==> src/rtl/fa_nmru_pkg.sv <==
package fa_nmru_pkg;
   // Next slot for a circular pointer over n entries.
   function automatic int unsigned slot_after(input int unsigned cur, input int unsigned n);
      return (cur == n - 1) ? 0 : cur + 1;
   endfunction
endpackage

==> src/rtl/fa_entry_store.sv <==
module fa_entry_store #(
   parameter int ENTRIES = 64,
   parameter int TAG_W   = 26,
   parameter int DATA_W  = 32,
   localparam int IDX_W  = $clog2(ENTRIES)
) (
   input  logic                            clk,
   input  logic                            rst_n,
   input  logic [TAG_W-1:0]                lookup_tag,
   input  logic                            wr_en,
   input  logic [IDX_W-1:0]                wr_idx,
   input  logic [TAG_W-1:0]                wr_tag,
   input  logic [DATA_W-1:0]               wr_data,
   output logic [ENTRIES-1:0]              match,
   output logic [ENTRIES-1:0][DATA_W-1:0]  words
);
   logic [ENTRIES-1:0]             valid_q;
   logic [ENTRIES-1:0][TAG_W-1:0]  tag_q;

   for (genvar e = 0; e < ENTRIES; e++) begin : g_entry
      logic sel;
      assign sel = wr_en && (wr_idx == IDX_W'(e));

      always_ff @(posedge clk or negedge rst_n) begin
         if (!rst_n) valid_q[e] <= 1'b0;
         else if (sel) valid_q[e] <= 1'b1;
      end

      always_ff @(posedge clk) begin
         if (sel) begin
            tag_q[e] <= wr_tag;
            words[e] <= wr_data;
         end
      end

      assign match[e] = valid_q[e] && (tag_q[e] == lookup_tag);
   end

   AST_MATCH_UNIQUE: assert property (@(posedge clk) disable iff (!rst_n)
      $onehot0(match));
endmodule

==> src/rtl/fa_match_encode.sv <==
module fa_match_encode #(
   parameter int ENTRIES = 64,
   parameter int DATA_W  = 32,
   localparam int IDX_W  = $clog2(ENTRIES)
) (
   input  logic [ENTRIES-1:0]              match,
   input  logic [ENTRIES-1:0][DATA_W-1:0]  words,
   output logic                            any,
   output logic [IDX_W-1:0]                idx,
   output logic [DATA_W-1:0]               word
);
   always_comb begin
      idx  = '0;
      word = '0;
      for (int e = 0; e < ENTRIES; e++) begin
         if (match[e]) begin
            idx  = idx | IDX_W'(e);
            word = word | words[e];
         end
      end
   end
   assign any = |match;
endmodule

==> src/rtl/fa_nmru_ptr.sv <==
module fa_nmru_ptr #(
   parameter int ENTRIES = 64,
   localparam int IDX_W  = $clog2(ENTRIES),
   localparam bit POW2   = (ENTRIES == (1 << IDX_W))
) (
   input  logic             clk,
   input  logic             rst_n,
   input  logic             advance,
   output logic [IDX_W-1:0] ptr
);
   logic [IDX_W-1:0] ptr_nx;

   if (POW2) begin : g_pow2
      assign ptr_nx = ptr + 1'b1;
   end else begin : g_wrap
      assign ptr_nx = (ptr == IDX_W'(ENTRIES - 1)) ? '0 : ptr + 1'b1;
   end

   always_ff @(posedge clk or negedge rst_n) begin
      if (!rst_n)       ptr <= '0;
      else if (advance) ptr <= ptr_nx;
   end

   AST_PTR_RANGE: assert property (@(posedge clk) disable iff (!rst_n)
      32'(ptr) < ENTRIES);
endmodule

==> src/rtl/fa_nmru_cache.sv <==
module fa_nmru_cache #(
   parameter int ENTRIES = 64,
   parameter int TAG_W   = 26,
   parameter int DATA_W  = 32,
   localparam int IDX_W  = $clog2(ENTRIES)
) (
   input  logic              clk,
   input  logic              rst_n,
   input  logic              req_valid,
   input  logic [TAG_W-1:0]  req_tag,
   input  logic [DATA_W-1:0] fill_data,
   output logic              hit,
   output logic [IDX_W-1:0]  hit_idx,
   output logic [DATA_W-1:0] hit_data,
   output logic [IDX_W-1:0]  victim_idx
);
   import fa_nmru_pkg::*;

   initial begin
      assert (ENTRIES >= 2) else $error("ENTRIES must be at least 2");
      assert (TAG_W >= 1 && DATA_W >= 1) else $error("widths must be positive");
   end

   logic [ENTRIES-1:0]             match;
   logic [ENTRIES-1:0][DATA_W-1:0] words;
   logic                           miss_fill;
   logic                           step;

   assign miss_fill = req_valid && !hit;
   assign step      = req_valid && (!hit || hit_idx == victim_idx);

   fa_entry_store #(.ENTRIES(ENTRIES), .TAG_W(TAG_W), .DATA_W(DATA_W)) store_i (
      .clk(clk), .rst_n(rst_n), .lookup_tag(req_tag),
      .wr_en(miss_fill), .wr_idx(victim_idx), .wr_tag(req_tag), .wr_data(fill_data),
      .match(match), .words(words));

   fa_match_encode #(.ENTRIES(ENTRIES), .DATA_W(DATA_W)) enc_i (
      .match(match), .words(words), .any(hit), .idx(hit_idx), .word(hit_data));

   fa_nmru_ptr #(.ENTRIES(ENTRIES)) ptr_i (
      .clk(clk), .rst_n(rst_n), .advance(step), .ptr(victim_idx));

   AST_OTHER_HIT_HOLDS: assert property (@(posedge clk) disable iff (!rst_n)
      (req_valid && hit && hit_idx != victim_idx) |=> $stable(victim_idx));
   AST_MISS_STEPS: assert property (@(posedge clk) disable iff (!rst_n)
      (req_valid && !hit) |=>
         32'(victim_idx) == slot_after(32'($past(victim_idx)), ENTRIES));
   AST_IDLE_HOLDS: assert property (@(posedge clk) disable iff (!rst_n)
      !req_valid |=> $stable(victim_idx));
   AST_MISS_THEN_HIT: assert property (@(posedge clk) disable iff (!rst_n)
      (req_valid && !hit) |=> (req_tag != $past(req_tag)) || (hit && hit_idx == $past(victim_idx)));
endmodule

==> config.mk <==
export PLATFORM = sky130hd
export DESIGN_NAME = fa_nmru_cache
export DESIGN_NICKNAME = d
export VERILOG_FILES = /design/src/rtl/fa_nmru_pkg.sv /design/src/rtl/fa_entry_store.sv /design/src/rtl/fa_match_encode.sv /design/src/rtl/fa_nmru_ptr.sv /design/src/rtl/fa_nmru_cache.sv
export SDC_FILE = /design/constraint.sdc
export NUM_CORES = 2
export LEC_CHECK = 0
export BUFFER_PORTS_ARGS = -buffer_cell sky130_fd_sc_hd__buf_4
export CAP_MARGIN = 30
export CORE_AREA = 2 2 460 805
export DETAILED_ROUTE_END_ITERATION = 7
export DIE_AREA = 0 0 462 807
export PLACE_DENSITY = 0.66
export SLEW_MARGIN = 20
export SYNTH_ARGS = -nofsm -noshare
export SYNTH_HDL_FRONTEND = slang
export SYNTH_SLANG_ARGS = --single-unit
==> constraint.sdc <==
create_clock -name clk -period 5.8 [get_ports clk]
set_clock_uncertainty 0.1 [all_clocks]
set_input_delay 1.16 -clock clk [delete_from_list [all_inputs] [get_ports clk]]
set_output_delay 1.16 -clock clk [all_outputs]
set_load 0.005 [all_outputs]
==> impl_results.html <==
<table>
<tr><th>Metric</th><th>Value</th></tr>
<tr><th colspan="2">Outcome</th></tr>
<tr><td>Run status</td><td>finished, violations left</td></tr>
<tr><td>Violations in the final reports</td><td>negative setup slack</td></tr>
<tr><th colspan="2">Power</th></tr>
<tr><td>Leakage power total</td><td>58.45 nW</td></tr>
<tr><td>Overall power</td><td>59.07 mW</td></tr>
<tr><td>Power per cell area</td><td>325.2 nW/um^2</td></tr>
<tr><td>Worst IR drop on VDD</td><td>0.0002422 V</td></tr>
<tr><th colspan="2">Drt</th></tr>
<tr><td>Vias after detailed routing</td><td>90590</td></tr>
<tr><td>Initial DRC count</td><td>13980</td></tr>
<tr><td>Number of detailed-route iterations in the first pass</td><td>6</td></tr>
<tr><td>Number of design rule violations left after detail routing</td><td>0</td></tr>
<tr><td>DRT Wirelength</td><td>575.7 mm</td></tr>
<tr><td>Post-DR vias/cell</td><td>6.196</td></tr>
<tr><td>Count of antenna-violating nets left after detailed routing</td><td>0</td></tr>
<tr><td>Average routed wire per standard cell</td><td>39.38 um</td></tr>
<tr><th colspan="2">Synthesis</th></tr>
<tr><td>Biggest area contributors in the synthesized netlist</td><td>edfxtp_1 76%, xnor2_1 10%, a221oi_1 3.1%</td></tr>
<tr><td>Most frequently used cell type in the post-synthesis netlist</td><td>edfxtp_1</td></tr>
<tr><td>Post-Synthesis Mean Instance Area</td><td>18.63 um^2</td></tr>
<tr><td>Share of the synthesized netlist area taken by xor and xnor gates</td><td>0.1002</td></tr>
<tr><td>Async set-reset flop share out of synthesis</td><td>0.01851</td></tr>
<tr><td>Synth Register Bits</td><td>3782</td></tr>
<tr><td>Yosys Warn Count</td><td>0</td></tr>
<tr><td>Synthesized-area fraction occupied by ao, oa, aoi and oai cells</td><td>0.06198</td></tr>
<tr><td>Post-synthesis instance area</td><td>146000 um^2</td></tr>
<tr><td>Area leader, netlist</td><td>edfxtp_1</td></tr>
<tr><td>Number of library cell types mapped by synthesis</td><td>47</td></tr>
<tr><td>Share of synthesized area spent on multiplexers</td><td>0.0001028</td></tr>
<tr><td>Ranking of synthesized cells by instance count</td><td>3712 x edfxtp_1, 1670 x xnor2_1, 513 x nand4_1, 512 x a221oi_1, 512 x a22o_1</td></tr>
<tr><td>EDFF count, synth</td><td>3712</td></tr>
<tr><td>Dominant combinational cell family by area after synthesis</td><td>XOR/XNOR gates</td></tr>
<tr><td>Sequential share of the synthesized area</td><td>0.7754</td></tr>
<tr><td>Gate count of the mapped netlist</td><td>7839</td></tr>
<tr><td>Adder and majority cell fraction of the synthesized area</td><td>0.0003428</td></tr>
<tr><td>Main flop type after synthesis</td><td>edfxtp_1</td></tr>
<tr><td>Top cell type's share of synthesized area</td><td>0.7634</td></tr>
<tr><td>Synth Net Count</td><td>7904</td></tr>
<tr><td>Post-synthesis share of cell area spent on and, or, nand and nor gates</td><td>0.04265</td></tr>
<tr><th colspan="2">CTS</th></tr>
<tr><td>Clock sink count</td><td>3782</td></tr>
<tr><td>Reg clk slew, reported paths</td><td>0.07 ns</td></tr>
<tr><td>CTS tree</td><td>done</td></tr>
<tr><td>Largest buffer count on any clock path</td><td>4</td></tr>
<tr><td>Number of buffers created by CTS</td><td>317</td></tr>
<tr><td>H-tree Lvls</td><td>5</td></tr>
<tr><td>CTS Root Buffer Type</td><td>clkbuf_16</td></tr>
<tr><td>Clock latency of the later-clocked register in the worst-skew pair</td><td>0.94 ns</td></tr>
<tr><td>Post-CTS Hold Buffers</td><td>0</td></tr>
<tr><th colspan="2">Setup path</th></tr>
<tr><td>Cell family contributing the most delay on the critical path</td><td>simple AND/OR/NAND/NOR gates</td></tr>
<tr><td>WP buf/inv</td><td>6</td></tr>
<tr><td>Slowest stage delay, CP</td><td>0.63 ns</td></tr>
<tr><td>Data arrival, critical path</td><td>4.64 ns</td></tr>
<tr><td>Launching element type of the critical path</td><td>input port</td></tr>
<tr><td>Category of the most critical setup path</td><td>in -&gt; out</td></tr>
<tr><td>Maximum fanout along the worst path</td><td>27</td></tr>
<tr><td>Crit-path most repeated cell</td><td>buf_12</td></tr>
<tr><td>Required time at the endpoint of the critical path</td><td>4.54 ns</td></tr>
<tr><td>Kind of capture point of the worst setup path</td><td>primary output</td></tr>
<tr><td>Slowest library cell on the worst path</td><td>or4_1</td></tr>
<tr><td>CP cell instances</td><td>buf_8 &gt; buf_12 &gt; buf_4 &gt; xnor2_1 &gt; nand4_1 &gt; or4_1 &gt; nor4_4 &gt; buf_12 &gt; a22o_1 &gt; a221oi_2 &gt; nand4_1 &gt; or4_4 &gt; buf_12 &gt; buf_4</td></tr>
<tr><th colspan="2">STA</th></tr>
<tr><td>Final setup violation count</td><td>21</td></tr>
<tr><td>Worst Max-Slew Pin Slew</td><td>1.008 ns</td></tr>
<tr><td>Number of max-slew violations in the final report</td><td>0</td></tr>
<tr><td>Upper clock frequency limit</td><td>169.5 MHz</td></tr>
<tr><td>Post-route fraction of the period consumed by the critical path</td><td>1.017</td></tr>
<tr><td>Hold_ws</td><td>0.2046 ns</td></tr>
<tr><td>Final setup margin</td><td>-0.1004 ns</td></tr>
<tr><td>Worst relative slew slack</td><td>0.3283</td></tr>
<tr><td>Number of endpoints with negative hold slack in the final report</td><td>0</td></tr>
<tr><td>Setup repair after global routing missed its margin</td><td>yes</td></tr>
<tr><td>Shortest clock period the worst path allows after layout</td><td>5.900 ns</td></tr>
<tr><th colspan="2">Global routing</th></tr>
<tr><td>Maximum number of pins on one net before global-route repair</td><td>65</td></tr>
<tr><td>Overall track demand over capacity in global routing</td><td>0.3036</td></tr>
<tr><td>Global-route wire length before repair</td><td>765.9 mm</td></tr>
<tr><td>Via count of the first global-routing pass</td><td>87670</td></tr>
<tr><td>Number of antenna violations at the first check in global routing</td><td>43</td></tr>
<tr><td>Overflow left after global routing</td><td>0</td></tr>
<tr><th colspan="2">Final layout</th></tr>
<tr><td>Area added between synthesis and finish</td><td>24.41%</td></tr>
<tr><td>Area of the multi-input gates</td><td>32020 um^2</td></tr>
<tr><td>Flip-flop and latch area</td><td>113200 um^2</td></tr>
<tr><td>Layout cells sized above 1</td><td>0.2526</td></tr>
<tr><td>Count of fill cells added during filler insertion</td><td>29040</td></tr>
<tr><td>Nets</td><td>9497</td></tr>
<tr><td>Finished Core Util</td><td>0.4963</td></tr>
<tr><th colspan="2">Min path</th></tr>
<tr><td>Path type of the worst min-delay path</td><td>in -&gt; async</td></tr>
<tr><th colspan="2">Job</th></tr>
<tr><td>Number of max-cap violations</td><td>0</td></tr>
<tr><th colspan="2">Floorplan</th></tr>
<tr><td>Die extent in x</td><td>462 um</td></tr>
<tr><td>Effective utilization at floorplan</td><td>0.3989</td></tr>
<tr><td>Total Die Area</td><td>372800 um^2</td></tr>
<tr><td>Number of top-level design ports</td><td>106</td></tr>
<tr><td>Number of placement rows</td><td>294</td></tr>
<tr><td>Die height</td><td>807 um</td></tr>
<tr><td>Core area</td><td>366000 um^2</td></tr>
<tr><th colspan="2">Place</th></tr>
<tr><td>RePlAce Congestion</td><td>0.9563</td></tr>
<tr><td>Post-detailed-placement half-perimeter wirelength</td><td>377.5 mm</td></tr>
<tr><td>Number of I/O port buffers</td><td>105</td></tr>
</table>
power breakdown:
part           total, mW  switching (mW)  leakage (nW)  internal (mW)
logic               4.77            3.07          19.0           1.70
registers           31.7           0.468          34.3           31.2
clock network       22.6            10.2          5.19           12.4
total               59.1            13.7          58.4           45.4
final timing paths:
kind | startpoint | end | slack [ns] | cells past startpoint
worst max-delay path | req_tag[16] | hit_data[15] | -0.10 | 14
worst min-delay path | rst_n | store_i.valid_q[59] | 0.20 | 1
worst max register to register | store_i.tag_q[73] | store_i.tag_q[736] | 1.06 | 15
worst min register to register | store_i.valid_q[27] | store_i.valid_q[27] | 0.37 | 1
max in group asynchronous | rst_n | store_i.valid_q[10] | 4.21 | 2
min in group clk | store_i.valid_q[27] | store_i.valid_q[27] | 0.37 | 1
layer usage:
layer / share of wire / track usage
met1: 0.31 / 0.3306
met2: 0.47 / 0.4813
met3: 0.11 / 0.08640
met4: 0.11 / 0.2732
met5: 0.00034 / 0
worst reg2reg max path, stage by stage (launching register included):
cell and delay (ns):
edfxtp_1 0.41, xnor2_1 0.15, nand4_1 0.13, or4_4 0.16
nor4_4 0.03, buf_4 0.17, buf_12 0.14, bufbuf_16 0.34
or4_1 0.53, nor3_1 0.30, and4_4 0.36, buf_4 0.14
nand3_2 0.14, buf_4 0.24, nor2_4 0.70, buf_4 0.38
cells by family (layout without fill, tap and decap cells):
kind of cell,Yosys count,count (layout)
and+or+nand+nor,959,959
other,0,49
buffers and inverters,388,2237
xor gates and xnor gates,1671,1671
adders and majority gates,4,4
DFF,3782,3782
AOI/OAI and AO/OA,1034,1034
muxes,1,1
sequential cells by signal (all words and copies together), names as in the netlist:
register         count
store_i.valid_q     64
ptr_i.ptr            6
store_i.tag_q     1664
store_i.words     2048
metrics by stage:
step / setup WS, ns / TNS [ns] / instances / instance area, um^2
floorplan: -0.8981 / -2490.88 / 7839 / 146100
global placement: -0.6965 / -557.88 / 13840 / 167200
detailed placement: -0.6706 / -48.20 / 13850 / 167500
CTS: -0.05913 / -0.06581 / 14470 / 179900
global route: -0.06683 / -0.1489 / 14590 / 181600
finish: -0.1004 / -0.9267 / 14620 / 181600
placed cells by master (no fill, tap or decap), types with 8 or more instances in the layout:
cell	synthesis	routed
a221oi_1	512	438
a221oi_2	0	61
a221oi_4	0	13
a22o_1	512	495
a22o_2	0	9
a22o_4	0	8
buf_12	11	467
buf_16	0	14
buf_4	43	1042
buf_6	104	86
buf_8	19	22
bufinv_16	0	40
clkbuf_1	182	56
clkbuf_16	0	344
clkbuf_8	0	23
clkinv_1	0	41
clkinv_2	0	50
clkinv_4	0	8
clkinv_8	0	8
clkinvlp_4	0	17
dfrtp_1	70	70
diode_2	0	49
edfxtp_1	3712	3712
inv_6	0	8
nand2_1	14	14
nand3_1	74	74
nand4_1	513	513
nor2_1	65	11
nor2_4	0	64
nor4_1	40	16
nor4_2	37	10
nor4_4	7	58
or2_1	44	44
or2_2	20	20
or4_1	109	68
or4_4	1	42
xnor2_1	1670	1653
xnor2_2	0	16
layout make-up:
type,count,share of cell area
flip-flops and latches,3782,0.6233
multi-input cells,3669,0.1763
repair buffers,1658,0.1073
clock buffers,401,0.04757
well taps,4884,0.03364
clock inverters,174,0.01120
diodes,49,0.0006750
inverters,4,0.00008266
what timing repair did:
item	CTS	global route
endpoints found under the setup margin	39	35
pin swaps	37	53
buffers inserted	41	98
resized for setup	202	160
cloned	7	7
No activity file was read; power rests on OpenSTA's default activity.
